**config.mk**
```make
export PLATFORM = sky130hd
export DESIGN_NAME = edcap_timer
export DESIGN_NICKNAME = d
export VERILOG_FILES = /design/src/rtl/edcap_pkg.sv /design/src/rtl/edcap_sync.sv /design/src/rtl/edcap_edge.sv /design/src/rtl/edcap_trig.sv /design/src/rtl/edcap_bank.sv /design/src/rtl/edcap_timer.sv
export SDC_FILE = /design/constraint.sdc
export NUM_CORES = 1
export LEC_CHECK = 0
export BUFFER_PORTS_ARGS = -buffer_cell sky130_fd_sc_hd__buf_4
export CORE_MARGIN = 2
export CORE_UTILIZATION = 57
export CTS_BUF_LIST = sky130_fd_sc_hd__clkbuf_2
export CTS_CLUSTER_DIAMETER = 40
export DETAILED_ROUTE_END_ITERATION = 10
export GPL_TIMING_DRIVEN = 0
export PLACE_DENSITY_LB_ADDON = 0.2
export SYNTH_ARGS = -nofsm -noshare
export SYNTH_HDL_FRONTEND = slang
export SYNTH_SLANG_ARGS = --single-unit
```
**constraint.sdc**
```tcl
create_clock -name clk_i -period 4.35 [get_ports clk_i]
set_clock_uncertainty 0.05 [all_clocks]
set_input_delay 0.2175 -clock clk_i [delete_from_list [all_inputs] [get_ports clk_i]]
set_output_delay 0.2175 -clock clk_i [all_outputs]
set_load 0.005 [all_outputs]
```
**src/rtl/edcap_pkg.sv**
```systemverilog
package edcap_pkg;
  typedef enum logic {
    ST_WAIT = 1'b0,
    ST_RUN  = 1'b1
  } run_st_e;

  typedef struct packed {
    logic rise;
    logic fall;
  } edge_t;

  localparam int unsigned NSLOT     = 2;
  localparam int unsigned SLOT_RISE = 0;
  localparam int unsigned SLOT_FALL = 1;
endpackage

```
**src/rtl/edcap_sync.sv**
```systemverilog
module edcap_sync #(
  parameter int unsigned STAGES = 2
) (
  input  logic clk_i,
  input  logic rst_ni,
  input  logic d_i,
  output logic q_o
);
  logic [STAGES-1:0] q;

  generate
    for (genvar i = 0; i < STAGES; i++) begin : g_stage
      if (i == 0) begin : g_first
        always_ff @(posedge clk_i or negedge rst_ni) begin
          if (!rst_ni) q[0] <= 1'b0;
          else         q[0] <= d_i;
        end
      end else begin : g_next
        always_ff @(posedge clk_i or negedge rst_ni) begin
          if (!rst_ni) q[i] <= 1'b0;
          else         q[i] <= q[i-1];
        end
      end
    end
  endgenerate

  assign q_o = q[STAGES-1];
endmodule

```
**src/rtl/edcap_edge.sv**
```systemverilog
module edcap_edge
  import edcap_pkg::*;
(
  input  logic  clk_i,
  input  logic  rst_ni,
  input  logic  lvl_i,
  output edge_t edge_o
);
  logic prev_q;

  always_ff @(posedge clk_i or negedge rst_ni) begin
    if (!rst_ni) prev_q <= 1'b0;
    else         prev_q <= lvl_i;
  end

  assign edge_o.rise = lvl_i & ~prev_q;
  assign edge_o.fall = ~lvl_i & prev_q;
endmodule

```
**src/rtl/edcap_trig.sv**
```systemverilog
module edcap_trig
  import edcap_pkg::*;
#(
  parameter int unsigned W = 16
) (
  input  logic         clk_i,
  input  logic         rst_ni,
  input  logic         en_i,
  input  logic         pol_i,
  input  logic         both_i,
  input  edge_t        edge_i,
  output logic [W-1:0] cnt_o,
  output logic         run_o
);
  run_st_e      st_q;
  logic [W-1:0] cnt_q;
  logic         start;

  // start edge selection; polarity ignored in both-edges mode
  always_comb begin
    if (both_i)     start = edge_i.rise | edge_i.fall;
    else if (pol_i) start = edge_i.fall;
    else            start = edge_i.rise;
  end

  always_ff @(posedge clk_i or negedge rst_ni) begin
    if (!rst_ni) begin
      st_q  <= ST_WAIT;
      cnt_q <= '0;
    end else if (!en_i) begin
      st_q  <= ST_WAIT;
      cnt_q <= '0;
    end else begin
      case (st_q)
        ST_WAIT: begin
          if (start) begin
            st_q  <= ST_RUN;
            cnt_q <= '0;
          end
        end
        ST_RUN:  cnt_q <= cnt_q + 1'b1;
        default: st_q  <= ST_WAIT;
      endcase
    end
  end

  assign cnt_o = cnt_q;
  assign run_o = (st_q == ST_RUN);
endmodule

```
**src/rtl/edcap_bank.sv**
```systemverilog
module edcap_bank
  import edcap_pkg::*;
#(
  parameter int unsigned W = 16
) (
  input  logic                      clk_i,
  input  logic                      rst_ni,
  input  logic                      cap_en_i,
  input  edge_t                     edge_i,
  input  logic [W-1:0]              cnt_i,
  output logic [NSLOT-1:0][W-1:0]   val_o,
  output logic [NSLOT-1:0]          vld_o
);
  logic [NSLOT-1:0] hit;

  generate
    for (genvar i = 0; i < NSLOT; i++) begin : g_slot
      if (i == SLOT_RISE) begin : g_rise
        assign hit[i] = edge_i.rise;
      end else begin : g_fall
        assign hit[i] = edge_i.fall;
      end

      always_ff @(posedge clk_i or negedge rst_ni) begin
        if (!rst_ni) begin
          val_o[i] <= '0;
          vld_o[i] <= 1'b0;
        end else begin
          vld_o[i] <= cap_en_i & hit[i];
          if (cap_en_i && hit[i]) val_o[i] <= cnt_i;
        end
      end
    end
  endgenerate
endmodule

```
**src/rtl/edcap_timer.sv**
```systemverilog
module edcap_timer
  import edcap_pkg::*;
#(
  parameter int unsigned W         = 16,
  parameter int unsigned SYNC_STGS = 2
) (
  input  logic         clk_i,
  input  logic         rst_ni,
  input  logic         tin_i,
  input  logic         en_i,
  input  logic         pol_i,
  input  logic         both_i,
  output logic [W-1:0] cap_rise_o,
  output logic [W-1:0] cap_fall_o,
  output logic         rise_vld_o,
  output logic         fall_vld_o
);
  logic                    tin_s;
  edge_t                   edg;
  logic                    edg_rise, edg_fall;
  logic [W-1:0]            cnt_q;
  logic                    run_q;
  logic                    cap_en;
  logic [NSLOT-1:0][W-1:0] val;
  logic [NSLOT-1:0]        vld;

  edcap_sync #(.STAGES(SYNC_STGS)) u_sync (
    .clk_i (clk_i),
    .rst_ni(rst_ni),
    .d_i   (tin_i),
    .q_o   (tin_s)
  );

  edcap_edge u_edge (
    .clk_i (clk_i),
    .rst_ni(rst_ni),
    .lvl_i (tin_s),
    .edge_o(edg)
  );

  assign edg_rise = edg.rise;
  assign edg_fall = edg.fall;

  edcap_trig #(.W(W)) u_trig (
    .clk_i (clk_i),
    .rst_ni(rst_ni),
    .en_i  (en_i),
    .pol_i (pol_i),
    .both_i(both_i),
    .edge_i(edg),
    .cnt_o (cnt_q),
    .run_o (run_q)
  );

  // start edge lands while run_q is still low, so it never captures
  assign cap_en = run_q & en_i;

  edcap_bank #(.W(W)) u_bank (
    .clk_i   (clk_i),
    .rst_ni  (rst_ni),
    .cap_en_i(cap_en),
    .edge_i  (edg),
    .cnt_i   (cnt_q),
    .val_o   (val),
    .vld_o   (vld)
  );

  assign cap_rise_o = val[SLOT_RISE];
  assign cap_fall_o = val[SLOT_FALL];
  assign rise_vld_o = vld[SLOT_RISE];
  assign fall_vld_o = vld[SLOT_FALL];
endmodule

```
-- Yosys cells after proc, flatten, opt, wreduce, memory -nomap -nowiden
Index checks and enable logic that the tools add are counted.
- register bits after elaboration: 54
- bits in latches: 0
- bits in writable memories: 0
- ROM bits: 0
- output and inout bits: 34
- logic and storage cells: 30
- memories: 0
- add/sub/neg operators: 1
- multiply operators: 0
- div/mod/pow operators: 0
- order comparisons: 0
- equality and inequality tests: 1
- shift-type cells: 0
- muxes and demuxes: 8
- bitwise logic cells: 9
- reductions and logical operators: 2
- operators by type and width (operator ; count):
    2-to-1 mux 16 bit ; 2
    case mux 16 bit (2 select lines) ; 1
    adder 16 x 1 -> 16 bit, second input constant ; 1
    bitwise AND 1 bit ; 5
    2-to-1 mux 1 bit ; 5
    inequality test 3 x 2 -> 1 bit, second input constant ; 1
    inverter 1 bit ; 3
    logical AND 1 bit ; 2
    OR 1 bit ; 1

-- Logic depth before layout (Yosys ltp)
Gate-level depths: netlist of run 1.
- depth in word-level cells: 7
- gate-level depth with buffers: 7

-- By module
From an unflattened synthesis of run 1, not the netlist that was laid out.
- cell total of the unflattened synthesis: 186
- area, all modules: 2348.5 um^2
- by module, submodules not included (module ; times used ; cells an instance ; area an instance (um^2) ; sequential area each (um^2)):
    edcap_bank ; 1 ; 72 ; 1253.7 ; 850.8
    edcap_trig ; 1 ; 108 ; 998.5 ; 425.4
    edcap_sync ; 1 ; 2 ; 50.0 ; 50.0
    edcap_edge ; 1 ; 3 ; 40.0 ; 25.0
    edcap_timer ; 1 ; 1 ; 6.3 ; 0.0

-- Worst setup path before layout of run 1
Ideal clock, no wire load.
- path type: register to register
- start point: register u_trig.st_q (netlist: u_trig.run_o)
- end point: register u_bank.val_o[0] in the netlist's numbering
- arrival time: 1390 ps
- setup slack: 2785 ps
- stages on the path, launching flop included: 6
- path buffers: 2
- cells stage by stage: dfrtp_1 > and2_1 > clkbuf_4 > nand2_2 > buf_2 > mux2_2
- word-level cells in the longest chain between the ends: 2
- RTL lines (element ; RTL line ; source):
    start, declared ; edcap_trig.sv:15 ; run_st_e st_q;
    start signal, assigned ; edcap_trig.sv:28 ; st_q <= ST_WAIT;
    start signal, assigned ; edcap_trig.sv:31 ; st_q <= ST_WAIT;
    start signal, assigned ; edcap_trig.sv:37 ; st_q <= ST_RUN;
    bitwise AND 1 bit ; edcap_timer.sv:56 ; assign cap_en = run_q & en_i;
    logical AND 1 bit ; edcap_bank.sv:30 ; if (cap_en_i && hit[i]) val_o[i] <= cnt_i;
    end signal, assigned by index ; edcap_bank.sv:30 ;
    end, declared ; edcap_bank.sv:11 ; output logic [NSLOT-1:0][W-1:0] val_o,
Every way passes these cells.
A chain may end at the register's enable or synchronous reset.

-- Worst setup path after layout of run 1
- start point: register u_trig.st_q (netlist: u_trig.run_o)
- end point: register u_bank.val_o[10] in the netlist's numbering
Same word-level chain as after synthesis.

==> qor.yml, run 1 <==
status: "finished clean"
antenna_found_initial: 0
die_height_um: 68.33
htree_levels: 2
worstMarginPinSlew_ns: 0.6523
p_per_area_nw_per_um2: 296.5
synth_edf_count: 0
start_util: 0.5896
cts_resized: 0
max_cap_viol_count: 0
clock_latency_ns: 0.44
wl_mm: 4.615
whs_path_depth: 3
post_drt_wl_per_cell_um: 15.97
synth-seq-cells: 54
grt_max_degree: 55
vias: 1690
synth_top_area_share: 0.5729
drtIter0Drc: 131
critical-path-slowest-cell: "dfrtp_1"
pin_count: 40
maxSlewHeadroom: 0.5652
drt.antenna.violating_nets: 0
dieArea_sq_um: 4668
die_w_um: 68.33
ys.flop_type: "dfrtp_1"
hp-start: "both_i"
finish.utilization: 0.7022
yosys.area.top_type: "dfrtp_1"
critPathMaxFanout: 10
io_buffer_count: 39
ys_warn_count: 0
synth-seq-area-share: 0.5729
vdd_ir_drop_max_mv: 0.2044
final_cell_area_sq_um: 2809
cp_data_required_time_ns: 4.66
route.detailed.drc: 0
fin_tns_setup_ns: 0
avgSynthCellArea_sq_um: 12.48
hold_slack_ns: 0.07767
leakage_nw: 1.441
dp_hpwl_mm: 3.252
area_growth_pct: 19.10
avgViaCountPerCell: 5.848
period_share: 0.4120
finalMaxSlewViolations: 0
grtUsageTotal: 0.2278
rr_startpoint: "u_trig.run_o"
worst_slack_ns: 2.558
grt_overflow: 0
regToRegSetupSlack_ns: 2.56
clockRootBuffer: "clkbuf_2"
synth_most_common_cell: "dfrtp_1"
synthArstFlopShare: 1.000
clock-sinks: 54
period_needed_ns: 1.792
start_kind: "flop"
core_sq_um: 4000
hold_path_end: "u_trig.run_o"
rsz0062_at_grt: "no"
synth_common_cells: "54 x dfrtp_1, 31 x mux2_2, 15 x o21ai_0"
reg2reg_to: "u_bank.val_o[10]"
drive_gt1_frac: 0.3975
netlist-cell-type-count: 38
gp_congestion: 0.8798
numCtsBuffers: 5
clkTransAtPathRegs_ns: 0.24
cts_tree: "done"
synthCells: 189
grt_pass1_wl_mm: 7.797
cts_buffer_depth: 2
slowest_delay_ns: 0.46
crit_path_cell_trace: "and2_1 > clkbuf_4 > nand2_2 > buf_2 > mux2_2"
fmax_ghz: 0.5579
r2r_cells: 5
end_kind: "flop"
worstPathArrival_ns: 2.11
hp-class: "primary input to flop"
finalHoldViolations: 0
synth_fp_nets: 198
rows: 23
antennaDiodeCount: 0
synth_area_leaders: "dfrtp_1 57%, mux2_2 15%, o21ai_0 3.2%"
finalSetupViolCount: 0
grt_pass1_vias: 1687
critical_path_class: "flop to flop"
postCtsSetupRepairBufs: 0
nNetsFinal: 247
dpl-instance-area_sq_um: 2714
dr.pass1.iters: 4
syn_area_sq_um: 2359
post-place-ws_ns: 2.548
[critical path, delay by kind of cell (launching register included)]
family,cells,cell delay (ns)
flip-flops,1,0.46
buffers and inverters,2,0.46
AND/OR/NAND/NOR,2,0.38
multiplexers,1,0.37
[cell type report]
cell class | instances | area [sq um]
sequential | 54 | 1351
fill | 299 | 1191
multi-input combinational | 119 | 902.1
timing repair buffer | 42 | 322.8
buffer | 10 | 82.58
tap | 50 | 62.56
clock buffer | 7 | 35.03
clock inverter | 1 | 30.03
inverter | 6 | 22.52
[routing by layer]
| metal | GRT usage | vias up | part of all wire |
|---|---|---|---|
| met5 | 0 | - | 0 |
| met4 | 0.09500 | 0 | 0.014 |
| met3 | 0.05921 | 10 | 0.063 |
| met2 | 0.3762 | 70 | 0.51 |
| met1 | 0.2840 | 821 | 0.41 |
| li1 | - | 789 | - |
[kinds of logic after synthesis]
family	share of synthesized area
flip-flops	0.5729
adder cells (fa/ha/maj)	0.01592
AND/OR/NAND/NOR	0.1119
buffers and inverters	0.04456
multiplexers	0.1480
AO/OA/AOI/OAI	0.1066
[where the power goes]
group,internal (mW),switching (mW)
registers,0.512,0.00706
logic,0.0296,0.0355
clock network,0.102,0.146
total,0.644,0.189
[registers in the layout (all words and copies together), names as in the netlist]
| signal | flops |
|---|---|
| u_bank.val_o | 32 |
| u_trig.cnt_o | 16 |
| u_bank.vld_o | 2 |
| u_edge.prev_q | 1 |
| u_sync.q | 1 |
| u_sync.q_o | 1 |
| u_trig.run_o | 1 |
[what timing repair did]
action                                 in CTS  in global routing
hold buffers                                3                  0
endpoints found under the hold margin      56                  0
setup endpoints to repair                   0                  0
[metrics by stage]
stage	std cells	total power, mW
after floorplan	189	0.5594
after global placement	278	0.5872
after detailed placement	278	0.5916
after CTS	289	0.8408
after global routing	289	0.8668
final	289	0.8327
[how the worst max path moves through the flow]
stage,from,end,slack (ns),depth (start not counted)
floorplan,u_trig.run_o,u_bank.val_o[0],2.79,5
global placement,u_trig.run_o,u_bank.val_o[0],2.62,5
detailed placement,u_trig.run_o,u_bank.val_o[10],2.55,5
CTS,u_trig.run_o,u_bank.val_o[24],2.53,5
global route,u_trig.cnt_o[1],u_trig.cnt_o[12],2.44,6
finish,u_trig.run_o,u_bank.val_o[10],2.56,5
[placed cells by master, fill, tap and decap left out, types with 3 or more instances in the layout]
cell	n
dfrtp_1	54
clkbuf_2	7
nand3_1	7
inv_1	6
buf_4	41
ha_1	3
buf_6	4
o21ai_0	15
dlygate4sd3_1	3
buf_2	3
nand4_1	5
o31ai_1	4
nand2_1	12
nor2_1	3
mux2_2	31
a31oi_1	4
a21oi_1	8
(Power assumes the default switching activity.)
==> inputs of run 2 (changes only) <==
clock period = 1.9 ns   (was 4.35 ns; I/O delays follow)
==> qor.yml, run 2 (same netlist as run 1, synthesis figures left out) <==
reg2reg_to: "u_bank.val_o[10]"
top_register: "u_bank.val_o"
worstMarginPinSlew_ns: 0.6559  # +0.003684 ns
cts_tree: "done"
post-place-ws_ns: 0.09818  # -2.450 ns
cp-endpoint: "u_bank.val_o[10]"
p_sw_frac: 0.2271  # about the same
critical_path_class: "flop to flop"
avgViaCountPerCell: 5.828  # -0.34%
finalMaxSlewViolations: 0  # unchanged
worst_slack_ns: 0.08500  # -2.473 ns
io_buffer_count: 39  # unchanged
numCtsBuffers: 5  # unchanged
clock_latency_ns: 0.44  # about the same
p_per_area_nw_per_um2: 676.8  # +130%
layout_commonest_cell: "dfrtp_1"
dp_hpwl_mm: 3.252  # unchanged
start_util: 0.5896  # unchanged
finish.utilization: 0.7050  # +0.002815
wl_mm: 4.681  # +1.4%
status: "finished clean"
drt.antenna.violating_nets: 0  # unchanged
gp_congestion: 0.8798  # unchanged
grtUsageTotal: 0.2292  # +0.001413
start_kind: "flop"
antennaDiodeCount: 0  # unchanged
crit_start: "u_trig.run_o"
vias: 1690  # unchanged
route.detailed.drc: 0  # unchanged
nNetsFinal: 248  # +0.40%
regToRegSetupSlack_ns: 0.09  # -2.47 ns
area_growth_pct: 19.58
largest_reg_flops: 32  # unchanged
drtIter0Drc: 120  # -8.4%
dieArea_sq_um: 4668  # unchanged
drive_gt1_frac: 0.4000  # +0.002510
p_clk_frac: 0.298  # about the same
die_height_um: 68.33  # unchanged
clock-sinks: 54  # unchanged
grt_max_degree: 55  # unchanged
worstPathArrival_ns: 2.12  # about the same
antenna_found_initial: 0  # unchanged
period_share: 0.9553  # +0.5432
p_seq_frac: 0.623  # about the same
grt_overflow: 0  # unchanged
finalHoldViolations: 0  # unchanged
clkTransAtPathRegs_ns: 0.24  # about the same
critPathMaxFanout: 10  # unchanged
maxSlewHeadroom: 0.5627  # -0.002456
post_drt_wl_per_cell_um: 16.14  # +1.1%
max_cap_viol_count: 0  # unchanged
period_needed_ns: 1.815  # +0.02268 ns
power.total_mw: 1.909  # +130%
r2r_cells: 5  # unchanged
fmax_ghz: 0.5510  # -1.2%
core_sq_um: 4000  # unchanged
fin_tns_setup_ns: 0  # unchanged
end_kind: "flop"
finalSetupViolCount: 0  # unchanged
p_int_mw: 1.475  # +130%
p_sw_uw: 433.4  # +130%
cp_data_required_time_ns: 2.21  # -2.45 ns
hp-class: "primary input to asynchronous set/reset pin"
dr.pass1.iters: 4  # unchanged
rows: 23  # unchanged
cts_buffer_depth: 2  # unchanged
final_cell_mix: "53 x dfrtp_1, 41 x buf_4, 31 x mux2_2"
clockRootBuffer: "clkbuf_2"
leakage_nw: 1.443  # +0.18%
rsz0062_at_grt: "no"
htree_levels: 2  # unchanged
grt_pass1_vias: 1689  # +0.12%
rr_startpoint: "u_trig.run_o"
postCtsSetupRepairBufs: 0  # unchanged
pwr-share-comb: 0.079  # about the same
die_w_um: 68.33  # unchanged
pin_count: 40  # unchanged
vdd_ir_drop_max_mv: 0.4791  # +130%
grt_pass1_wl_mm: 7.831  # +0.44%
-- run 2: cell types whose count changed in the layout (fill, tap and decap cells not counted) --
| cell | change |
|---|---|
| dfrtp_2 | +1 |
| dlygate4sd3_1 | +1 |
| dfrtp_1 | -1 |
-- run 2: per-stage QoR --
step / std cells / hold slack, ns / area [sq um]
2_1_floorplan: 189 / -0.2506 / 2359
3_3_place_gp: 278 / 0.1045 / 2714
3_5_place_dp: 278 / 0.1185 / 2714
4_1_cts: 290 / 0.1414 / 2819
5_1_grt: 290 / 0.1582 / 2820
6_report: 290 / 0.1284 / 2820
-- run 2: timing repair --
item	4_1_cts	5_1_grt
hold endpoints to repair	56	0
resized for setup	0	1
endpoints found under the setup margin	0	1
hold buffers	4	0
-- run 2: layout make-up --
type	count	area, sq um
Sequential cell	54	1353
Fill cell	296	1180
Multi-Input combinational cell	119	902.1
Timing Repair Buffer	43	332.8
Buffer	10	82.58
Tap cell	50	62.56
Clock buffer	7	35.03
Clock inverter	1	30.03
Inverter	6	22.52
-- run 2: how the worst min path moves through the flow --
| stage | startpoint | endpoint | slack, ns | depth (start not counted) |
|---|---|---|---|---|
| global route | pol_i | u_trig.cnt_o[12] | 0.16 | 5 |
| floorplan | rst_ni | u_bank.val_o[0] | -0.25 | 0 |
| detailed placement | rst_ni | u_bank.val_o[6] | 0.12 | 1 |
| CTS | rst_ni | u_trig.cnt_o[4] | 0.14 | 2 |
| global placement | rst_ni | u_sync.q[0] | 0.10 | 1 |
| finish | rst_ni | u_trig.cnt_o[4] | 0.13 | 2 |
-- run 2: layer usage --
layer  wire [um]  track usage  up-vias
met3         262      0.05921        6
li1            -            -      790
met1        1971       0.2862      831
met5           0            0        -
met4          52      0.09500        0
met2        2395       0.3786       63
-- run 2: power by group through the flow --
stage                     combinational (mW)  clock, mW  sequential (mW)
after floorplan                       0.0751          0             1.21
after global placement                 0.139          0             1.21
after detailed placement               0.146          0             1.21
after CTS                              0.153      0.584             1.19
after global routing                   0.168      0.626             1.19
final                                  0.152      0.568             1.19
-- run 2: worst max-delay path, stage by stage (launching register included) --
cell and delay [ns]:
dfrtp_1 0.47, and2_1 0.18, clkbuf_4 0.17, nand2_2 0.22, buf_2 0.30, mux2_2 0.37
